$ cat src/rtl/opf_pkg.sv
package opf_pkg;
  typedef enum logic [2:0] {
    MODE_IMM  = 3'd0,
    MODE_DIR  = 3'd1,
    MODE_IND  = 3'd2,
    MODE_RIND = 3'd3,
    MODE_IDX  = 3'd4,
    MODE_BASE = 3'd5,
    MODE_BIDX = 3'd6,
    MODE_RSVD = 3'd7
  } addrMode_e;

  typedef enum logic [1:0] {
    OP_FETCH = 2'd0,
    OP_PUSH  = 2'd1,
    OP_POP   = 2'd2,
    OP_BAD   = 2'd3
  } opKind_e;

  typedef enum logic [1:0] {
    ST_IDLE  = 2'd0,
    ST_READ1 = 2'd1,
    ST_READ2 = 2'd2,
    ST_DONE  = 2'd3
  } fsmState_e;

  // strobes from control to datapath
  typedef struct packed {
    logic acceptReq;
    logic takeConst;
    logic takePointer;
    logic takeData;
    logic flagError;
    logic commitSp;
  } ctrlStrobe_t;
endpackage

$ cat src/rtl/opf_addr_gen.sv
module opf_addr_gen
  import opf_pkg::*;
#(
  parameter int WIDTH   = 32,
  parameter int SP_STEP = 4
) (
  input  addrMode_e          mode,
  input  opKind_e            kind,
  input  logic [WIDTH-1:0]   constField,
  input  logic [WIDTH-1:0]   regM,
  input  logic [WIDTH-1:0]   regN,
  input  logic [WIDTH-1:0]   stackPtr,
  output logic [WIDTH-1:0]   effAddr,
  output logic [WIDTH-1:0]   spNext
);
  localparam logic [WIDTH-1:0] STEP = WIDTH'(SP_STEP);

  always_comb begin
    effAddr = constField;
    spNext  = stackPtr;
    unique case (kind)
      OP_PUSH: begin
        effAddr = stackPtr - STEP;
        spNext  = stackPtr - STEP;
      end
      OP_POP: begin
        effAddr = stackPtr;
        spNext  = stackPtr + STEP;
      end
      default: begin
        case (mode)
          MODE_RIND: effAddr = regN;
          MODE_IDX:  effAddr = regM + regN;
          MODE_BASE: effAddr = regM + constField;
          MODE_BIDX: effAddr = regM + regN + constField;
          default:   effAddr = constField;
        endcase
      end
    endcase
  end
endmodule

$ cat src/rtl/opf_ctrl.sv
module opf_ctrl
  import opf_pkg::*;
(
  input  logic        clk,
  input  logic        rstN,
  input  logic        reqValid,
  input  addrMode_e   mode,
  input  opKind_e     kind,
  input  logic        memReady,
  output ctrlStrobe_t strobe,
  output logic        memRd,
  output logic        memWr,
  output logic        reqReady,
  output logic        done
);
  fsmState_e state, stateNext;
  logic twoStep, writeOp, stackOp;
  logic twoStepNext, writeOpNext, stackOpNext;

  always_comb begin
    stateNext   = state;
    twoStepNext = twoStep;
    writeOpNext = writeOp;
    stackOpNext = stackOp;
    strobe      = '0;
    memRd       = 1'b0;
    memWr       = 1'b0;
    reqReady    = 1'b0;
    done        = 1'b0;
    unique case (state)
      ST_IDLE: begin
        reqReady = 1'b1;
        if (reqValid) begin
          strobe.acceptReq = 1'b1;
          twoStepNext = (kind == OP_FETCH) && (mode == MODE_IND);
          writeOpNext = (kind == OP_PUSH);
          stackOpNext = (kind == OP_PUSH) || (kind == OP_POP);
          if ((kind == OP_BAD) || ((kind == OP_FETCH) && (mode == MODE_RSVD))) begin
            strobe.flagError = 1'b1;
            stackOpNext = 1'b0;
            stateNext = ST_DONE;
          end else if ((kind == OP_FETCH) && (mode == MODE_IMM)) begin
            strobe.takeConst = 1'b1;
            stateNext = ST_DONE;
          end else begin
            stateNext = ST_READ1;
          end
        end
      end
      ST_READ1: begin
        memRd = !writeOp;
        memWr = writeOp;
        if (memReady) begin
          if (twoStep) begin
            strobe.takePointer = 1'b1;
            stateNext = ST_READ2;
          end else begin
            strobe.takeData = !writeOp;
            stateNext = ST_DONE;
          end
        end
      end
      ST_READ2: begin
        memRd = 1'b1;
        if (memReady) begin
          strobe.takeData = 1'b1;
          stateNext = ST_DONE;
        end
      end
      default: begin
        done = 1'b1;
        strobe.commitSp = stackOp;
        stateNext = ST_IDLE;
      end
    endcase
  end

  always_ff @(posedge clk or negedge rstN) begin
    if (!rstN) begin
      state   <= ST_IDLE;
      twoStep <= 1'b0;
      writeOp <= 1'b0;
      stackOp <= 1'b0;
    end else begin
      state   <= stateNext;
      twoStep <= twoStepNext;
      writeOp <= writeOpNext;
      stackOp <= stackOpNext;
    end
  end
endmodule

$ cat src/rtl/opf_datapath.sv
module opf_datapath
  import opf_pkg::*;
#(
  parameter int WIDTH   = 32,
  parameter int SP_STEP = 4
) (
  input  logic             clk,
  input  logic             rstN,
  input  ctrlStrobe_t      strobe,
  input  addrMode_e        mode,
  input  opKind_e          kind,
  input  logic [WIDTH-1:0] constField,
  input  logic [WIDTH-1:0] regM,
  input  logic [WIDTH-1:0] regN,
  input  logic [WIDTH-1:0] stackPtr,
  input  logic [WIDTH-1:0] pushData,
  input  logic [WIDTH-1:0] memRdata,
  output logic [WIDTH-1:0] memAddr,
  output logic [WIDTH-1:0] memWdata,
  output logic [WIDTH-1:0] operand,
  output logic             errFlag,
  output logic [WIDTH-1:0] spOut,
  output logic             spWe
);
  logic [WIDTH-1:0] effAddr, spNext;
  logic [WIDTH-1:0] eaReg, operandReg, spReg, wdataReg;
  logic             errReg;

  opf_addr_gen #(.WIDTH(WIDTH), .SP_STEP(SP_STEP)) u_addrGen (
    .mode      (mode),
    .kind      (kind),
    .constField(constField),
    .regM      (regM),
    .regN      (regN),
    .stackPtr  (stackPtr),
    .effAddr   (effAddr),
    .spNext    (spNext)
  );

  always_ff @(posedge clk or negedge rstN) begin
    if (!rstN) begin
      eaReg      <= '0;
      operandReg <= '0;
      spReg      <= '0;
      wdataReg   <= '0;
      errReg     <= 1'b0;
    end else begin
      if (strobe.acceptReq) begin
        eaReg    <= effAddr;
        spReg    <= spNext;
        wdataReg <= pushData;
        errReg   <= strobe.flagError;
      end
      if (strobe.takeConst)   operandReg <= constField;
      if (strobe.takePointer) eaReg      <= memRdata;
      if (strobe.takeData)    operandReg <= memRdata;
    end
  end

  assign memAddr  = eaReg;
  assign memWdata = wdataReg;
  assign operand  = operandReg;
  assign errFlag  = errReg;
  assign spOut    = spReg;
  assign spWe     = strobe.commitSp;
endmodule

$ cat src/rtl/operand_fetch_unit.sv
module operand_fetch_unit
  import opf_pkg::*;
#(
  parameter int WIDTH   = 32,
  parameter int SP_STEP = 4
) (
  input  logic             clk,
  input  logic             rstN,
  input  logic             reqValid,
  output logic             reqReady,
  input  logic [1:0]       opKind,
  input  logic [2:0]       addrMode,
  input  logic [WIDTH-1:0] constField,
  input  logic [WIDTH-1:0] regM,
  input  logic [WIDTH-1:0] regN,
  input  logic [WIDTH-1:0] stackPtr,
  input  logic [WIDTH-1:0] pushData,
  output logic             memRd,
  output logic             memWr,
  output logic [WIDTH-1:0] memAddr,
  output logic [WIDTH-1:0] memWdata,
  input  logic [WIDTH-1:0] memRdata,
  input  logic             memReady,
  output logic             done,
  output logic [WIDTH-1:0] operand,
  output logic             errFlag,
  output logic [WIDTH-1:0] spOut,
  output logic             spWe
);
  ctrlStrobe_t strobe;
  addrMode_e   modeIn;
  opKind_e     kindIn;

  assign modeIn = addrMode_e'(addrMode);
  assign kindIn = opKind_e'(opKind);

  opf_ctrl u_ctrl (
    .clk     (clk),
    .rstN    (rstN),
    .reqValid(reqValid),
    .mode    (modeIn),
    .kind    (kindIn),
    .memReady(memReady),
    .strobe  (strobe),
    .memRd   (memRd),
    .memWr   (memWr),
    .reqReady(reqReady),
    .done    (done)
  );

  opf_datapath #(.WIDTH(WIDTH), .SP_STEP(SP_STEP)) u_dp (
    .clk       (clk),
    .rstN      (rstN),
    .strobe    (strobe),
    .mode      (modeIn),
    .kind      (kindIn),
    .constField(constField),
    .regM      (regM),
    .regN      (regN),
    .stackPtr  (stackPtr),
    .pushData  (pushData),
    .memRdata  (memRdata),
    .memAddr   (memAddr),
    .memWdata  (memWdata),
    .operand   (operand),
    .errFlag   (errFlag),
    .spOut     (spOut),
    .spWe      (spWe)
  );
endmodule

$ cat config.mk
export PLATFORM = sky130hd
export DESIGN_NAME = operand_fetch_unit
export DESIGN_NICKNAME = d
export VERILOG_FILES = /design/src/rtl/opf_pkg.sv /design/src/rtl/opf_addr_gen.sv /design/src/rtl/opf_ctrl.sv /design/src/rtl/opf_datapath.sv /design/src/rtl/operand_fetch_unit.sv
export SDC_FILE = /design/constraint.sdc
export NUM_CORES = 1
export LEC_CHECK = 0
export BUFFER_PORTS_ARGS = -buffer_cell sky130_fd_sc_hd__buf_4
export CAP_MARGIN = 30
export CORE_ASPECT_RATIO = 1.1
export CORE_MARGIN = 5
export CORE_UTILIZATION = 55
export CTS_CLUSTER_SIZE = 40
export DETAILED_ROUTE_END_ITERATION = 16
export GPL_ROUTABILITY_DRIVEN = 0
export PLACE_DENSITY_LB_ADDON = 0.2
export SETUP_SLACK_MARGIN = 0.15
export SLEW_MARGIN = 20
export SYNTH_ARGS = -nofsm -noshare
export SYNTH_HDL_FRONTEND = slang
export SYNTH_SLANG_ARGS = --single-unit
$ cat constraint.sdc
create_clock -name clk -period 2.75 [get_ports clk]
set_input_delay 0.1375 -clock clk [delete_from_list [all_inputs] [get_ports clk]]
set_output_delay 0.1375 -clock clk [all_outputs]
set_load 0.05 [all_outputs]
==> summary.md, run 1 <==
| Metric | Value |
|---|---|
| Status | did not finish |
| Halt point of the flow | 5_1_grt |
| First Error | [ERROR GRT-0232] Routing congestion too high. Check the congestion heatmap in the GUI. |
| Htree depth | 4 |
| Sequential area share after synthesis | 0.263 |
| Total CTS buffers | 17 |
| Initial antenna violation count | 13 |
| Synth warn | 0 |
| Overflow after GRT | 8 |
| Die H | roughly 170 um |
| Synth async-reset ratio | 1.00 |
| GRT Resource Usage Total | 0.774 |
| Avg Inst Size Synth | ~7.4 um^2 |
| Post-synth EDFFs | 0 |
| Unique masters post-synth | between 80 and 90 |
| Syn_nets | 2,006 |
| # clock sinks | 134 |
| Hpwl dp | between 40,000 and 50,000 um |
| Syn Std Cell Area | between 10,000 and 15,000 um^2 |
| I/O pin total | 335 |
| Ys flop type | dfrtp_1 |
| Row count | between 50 and 60 |
| Worst_ep grt | u_dp.memAddr[31]$_DFFE_PN0P_/D |
| Root Buffer | clkbuf_16 |
| Synthesized flop and latch total | approximately 130 |
| Mapped Cells | 1,729 |
| Worst End Pin Type | sequential cell input |
| IO buf count | between 300 and 400 |
| Die Width | ~160 um |
| Initial Utilization | 0.557 |
| Largest net degree at the start of global routing | just over 100 |
| Clock tree buffer depth | 2 |
## Yosys cell counts, drive strengths merged (6+ instances only)
library cell / n / share of area
nand2: 329 / 0.097
o21ai: 194 / 0.076
dfrtp: 134 / 0.26
a21oi: 133 / 0.052
nor2: 107 / 0.032
clkbuf: 97 / 0.029
ha: 74 / 0.073
mux2i: 48 / 0.038
nand3: 48 / 0.020
xnor2: 47 / 0.033
nor3: 44 / 0.019
inv: 37 / 0.011
and3: 28 / 0.014
o31ai: 26 / 0.015
a31oi: 25 / 0.012
xor2: 25 / 0.017
a211oi: 24 / 0.014
buf: 22 / 0.0081
o211ai: 22 / 0.013
or3: 21 / 0.011
a21o: 20 / 0.012
a221oi: 19 / 0.014
and2: 19 / 0.0093
o22ai: 15 / 0.0079
nand2b: 12 / 0.0059
o21a: 12 / 0.0071
o221ai: 11 / 0.0076
nand4: 9 / 0.0044
a22oi: 8 / 0.0047
o2111ai: 8 / 0.0055
o21bai: 8 / 0.0047
o31a: 7 / 0.0048
a211o: 6 / 0.0041
nor2b: 6 / 0.0029
nor4: 6 / 0.0039
## repair_timing
item / in CTS
hold endpoints to repair: 149
setup buffers: 60
cloned: 0
pin swaps: 107
gates resized for setup: 137
hold buffers: 52
endpoints found under the setup margin: 27
## routing by layer
metal  GRT usage  GRT overflow
met1       0.766             0
met2       0.919             4
met3       0.654             0
met4       0.740             4
met5       0.465             0
## cell families after synthesis
family | count (synthesis) | share of synthesized area
fa+ha+maj | 76 | 0.0758
flops | 134 | 0.263
mux | 53 | 0.0421
xor+xnor | 72 | 0.0501
simple gates | 651 | 0.232
buf+inv | 159 | 0.0486
compound gates | 584 | 0.288
## through the flow
stage               setup WS [ns]  cell area (um^2)  hold WS (ns)  std cells  utilization
floorplan                   -1.33             13300        -0.158       1729            -
CTS                        -0.941             20200       0.00337       2685        0.882
global placement            -1.57             17900         0.297       2540        0.784
detailed placement          -1.73             17900         0.310       2541        0.785
==> run 2: changes to the inputs <==
--- a/config.mk
+++ b/config.mk
@@ -7,14 +7,11 @@
 export LEC_CHECK = 0
 export BUFFER_PORTS_ARGS = -buffer_cell sky130_fd_sc_hd__buf_4
 export CAP_MARGIN = 30
-export CORE_ASPECT_RATIO = 1.1
 export CORE_MARGIN = 5
-export CORE_UTILIZATION = 55
-export CTS_CLUSTER_SIZE = 40
+export CORE_UTILIZATION = 40
 export DETAILED_ROUTE_END_ITERATION = 16
 export GPL_ROUTABILITY_DRIVEN = 0
-export PLACE_DENSITY_LB_ADDON = 0.2
-export SETUP_SLACK_MARGIN = 0.15
+export PLACE_DENSITY_LB_ADDON = 0.15
 export SLEW_MARGIN = 20
 export SYNTH_ARGS = -nofsm -noshare
 export SYNTH_HDL_FRONTEND = slang
==> run 2 against run 1 <==
Net effect: the flow now finishes, with violations (negative setup slack); synthesized area unchanged; synthesized cell count unchanged.
==> summary.md, run 2 <==
| Metric | Value |
|---|---|
| Total CTS buffers | 17 |
| Die area | roughly 36,000 um^2 |
| Initial DRT Pass Iterations | 6 |
| Peak Freq | about 0.26 GHz |
| Worst vdd ir | slightly below 0.0006 V |
| Synth warn | 0 |
| Final Hold Vio Count | 0 |
| Slowest cell on crit path | a221o_1 |
| Post-synth top cells | nand2_1 (329), o21ai_0 (192), dfrtp_1 (134) |
| Crit path cell chain | buf_8 -> ha_4 -> a211oi_4 -> o21ai_2 -> a31oi_4 -> buf_6 -> a21oi_4 -> nor3_4 -> o21ai_1 -> xnor2_1 -> o21ai_1 -> ha_1 -> buf_4 -> buf_4 -> nand3_1 -> nand2_1 -> a221o_1 -> a22o_1 -> a31o_2 -> o41ai_2 -> xnor2_1 -> xnor2_1 -> o2bb2ai_1 |
| Worst setup margin | -1.05 ns |
| Crit path largest cell delay | a little over 0.3 ns |
| Clock transition at the registers of the reported paths | around 0.060 ns |
| DR iter-0 viols | roughly 1,900 |
| Htree depth | 4 |
| Final setup vio count | 26 |
| Worst Path Buf+Inv | 4 |
| Crit path arrival time | 4.12 ns |
| TritonCTS clock tree | built |
| Max-slew violations | 0 |
| IO buf count | around 330 |
| Vias post-DR | 16,588 |
| Most Frequent Cell on Critical Path | xnor2_1 |
| Final ANT Viol Nets | 0 |
| Fin nets | around 2,700 |
| Ys flop type | dfrtp_1 |
| Slew @ Worst Pin | ~0.86 ns |
| Critical path class | input port to register |
| First-pass GRT wire length | 91,000 um |
| Vias in the first global route | between 15,000 and 20,000 |
| Commonest non-fill, non-tap cells in the layout | buf_4 (690), nand2_1 (320), o21ai_0 (138) |
| RSZ-0062 raised after global routing | yes |
| R2R setup slack | roughly 0.2 ns |
| Die H | between 150 and 200 um |
| Hpwl dp | 45,300 um |
| CP Capture Type | register |
| Drt drc | 0 |
| WL/cell | 21.5 um |
| Synth area leader | dfrtp_1 |
| Initial Utilization | 0.405 |
| GRT Resource Usage Total | 0.321 |
| Top-count cell post-synth | nand2_1 |
| Max_cap viols | 0 |
| Startpoint Class | input port |
| Root Buffer | clkbuf_16 |
| Top delay family on crit path | compound AO/OA/AOI/OAI gates |
| Yosys top cell area share | 0.263 |
| Met2 Resource Use GR | 0.518 |
| Area grow syn2layout | 64.0% |
| Gr busiest metal | met2 |
| Ranking of synthesized cells by area | dfrtp_1 (26%), nand2_1 (9.7%), o21ai_0 (7.5%) |
| Synth async-reset ratio | 1.00 |
| Post-DP Area | around 18,000 um^2 |
| Overflow after GRT | 0 |
| Sequential area share after synthesis | 0.263 |
| Grt met1 use | 0.411 |
| Fin crit share | 1.38 |
| Synthesized flop and latch total | roughly 130 |
| Syn Std Cell Area | roughly 13,000 um^2 |
| Row count | between 60 and 70 |
| Most common cell after layout, fill and taps aside | buf_4 |
| I/O pin total | approximately 340 |
| WP data required | slightly above 3 ns |
| # clock sinks | about 130 |
| Core Region | between 30,000 and 40,000 um^2 |
| Hold Path Class | input port to register |
| Pwr/cell area | between 700 and 800 nW/um^2 |
| Clock tree buffer depth | 2 |
| Worst slew margin | 0.427 |
| Final min period | ~3.8 ns |
| Unique masters post-synth | 83 |
| Initial antenna violation count | 2 |
| Pleak | about 9.9 nW |
| Met3 usage | 0.0589 |
| Status | finished, violations left |
| Avg Inst Size Synth | about 7.4 um^2 |
| Clk_skew | 0.00691 ns |
| Worst-Skew Late Latency | approximately 0.43 ns |
| Syn_nets | between 2,000 and 2,500 |
| Mapped Cells | between 1,500 and 2,000 |
| Fin util | 0.664 |
| Critical path fanouts, max | 3 |
| Failing checks | negative setup slack |
| Share of cells above drive strength 1 | 0.399 |
| Fin area | roughly 21,000 um^2 |
| DRT Wirelength | slightly above 60,000 um |
| Post-synth EDFFs | 0 |
| Largest net degree at the start of global routing | 84 |
| Vias per Instance | 5.86 |
| Die Width | between 150 and 200 um |
## run 2: cell counts after synthesis
Identical to the previous run, type by type.
## run 2: worst min-delay path, cell delays in order
cell and delay, ns:
buf_4 0.09, mux2i_1 0.06, o21ai_0 0.13
## run 2: cells by family after synthesis
kind of cell    Yosys count  synth area share
simple gates            651             0.232
compound gates          584             0.288
buf+inv                 159            0.0486
flops                   134             0.263
fa+ha+maj                76            0.0758
xor+xnor                 72            0.0501
mux                      53            0.0421
## run 2: what timing repair did
action / 4_1_cts / 5_1_grt
pin swaps: 100 / 87
buffers inserted: 53 / 17
setup endpoints to repair: 26 / 28
endpoints found under the hold margin: 117 / 0
hold buffers: 59 / 0
gates resized for setup: 124 / 95
## run 2: where the power goes
| part | switching (mW) | total (mW) | internal [mW] |
|---|---|---|---|
| clock network | 0.941 | 2.10 | 1.16 |
| logic | 6.88 | 10.7 | 3.78 |
| registers | 0.534 | 3.43 | 2.89 |
| total | 8.36 | 16.2 | 7.83 |
## run 2: worst paths after layout
check	startpoint	to	cells past startpoint
min	memRdata[7]	u_dp.operand[7]$_DFFE_PN0P_	3
min reg2reg	u_dp.memWdata[26]$_DFFE_PN0P_	u_dp.memWdata[26]$_DFFE_PN0P_	2
max reg2reg	u_ctrl.state[1]$_DFFE_PN0P_	u_dp.memAddr[21]$_DFFE_PN0P_	10
max	regN[1]	u_dp.memAddr[31]$_DFFE_PN0P_	23
min in group asynchronous	rstN	u_dp.spOut[30]$_DFFE_PN0P_	2
max in group asynchronous	rstN	u_dp.memWdata[22]$_DFFE_PN0P_	3
## run 2: area by class of cell
type,count,area [um^2]
multi-input cells,1436,10100
clock inverters,13,98.8
fillers,2599,10600
inverters,40,150
well taps,402,503
flip-flops and latches,134,3350
clock buffers,19,433
diodes,2,5.00
repair buffers,784,6220
## run 2: routing by layer
layer | part of all wire | up-vias | routed length, um
met5 | 0.00015 | - | 9
met4 | 0.065 | 2 | 3980
met3 | 0.095 | 241 | 5800
met2 | 0.45 | 974 | 27200
met1 | 0.39 | 7701 | 23800
li1 | - | 7670 | -
## run 2: metrics by stage
step	setup TNS, ns	worst slack (ns)	std cells	total power, mW	hold WS, ns
global placement	-32.09	-1.62	2678	13.1	0.150
finish	-20.70	-1.05	2830	16.2	0.0287
detailed placement	-33.94	-1.72	2679	13.3	0.151
CTS	-17.03	-0.973	2818	15.8	0.00978
global route	-24.65	-1.22	2829	17.0	0.0384
floorplan	-16.60	-1.33	1729	9.62	-0.158
Power figures use the tool's default switching activity.
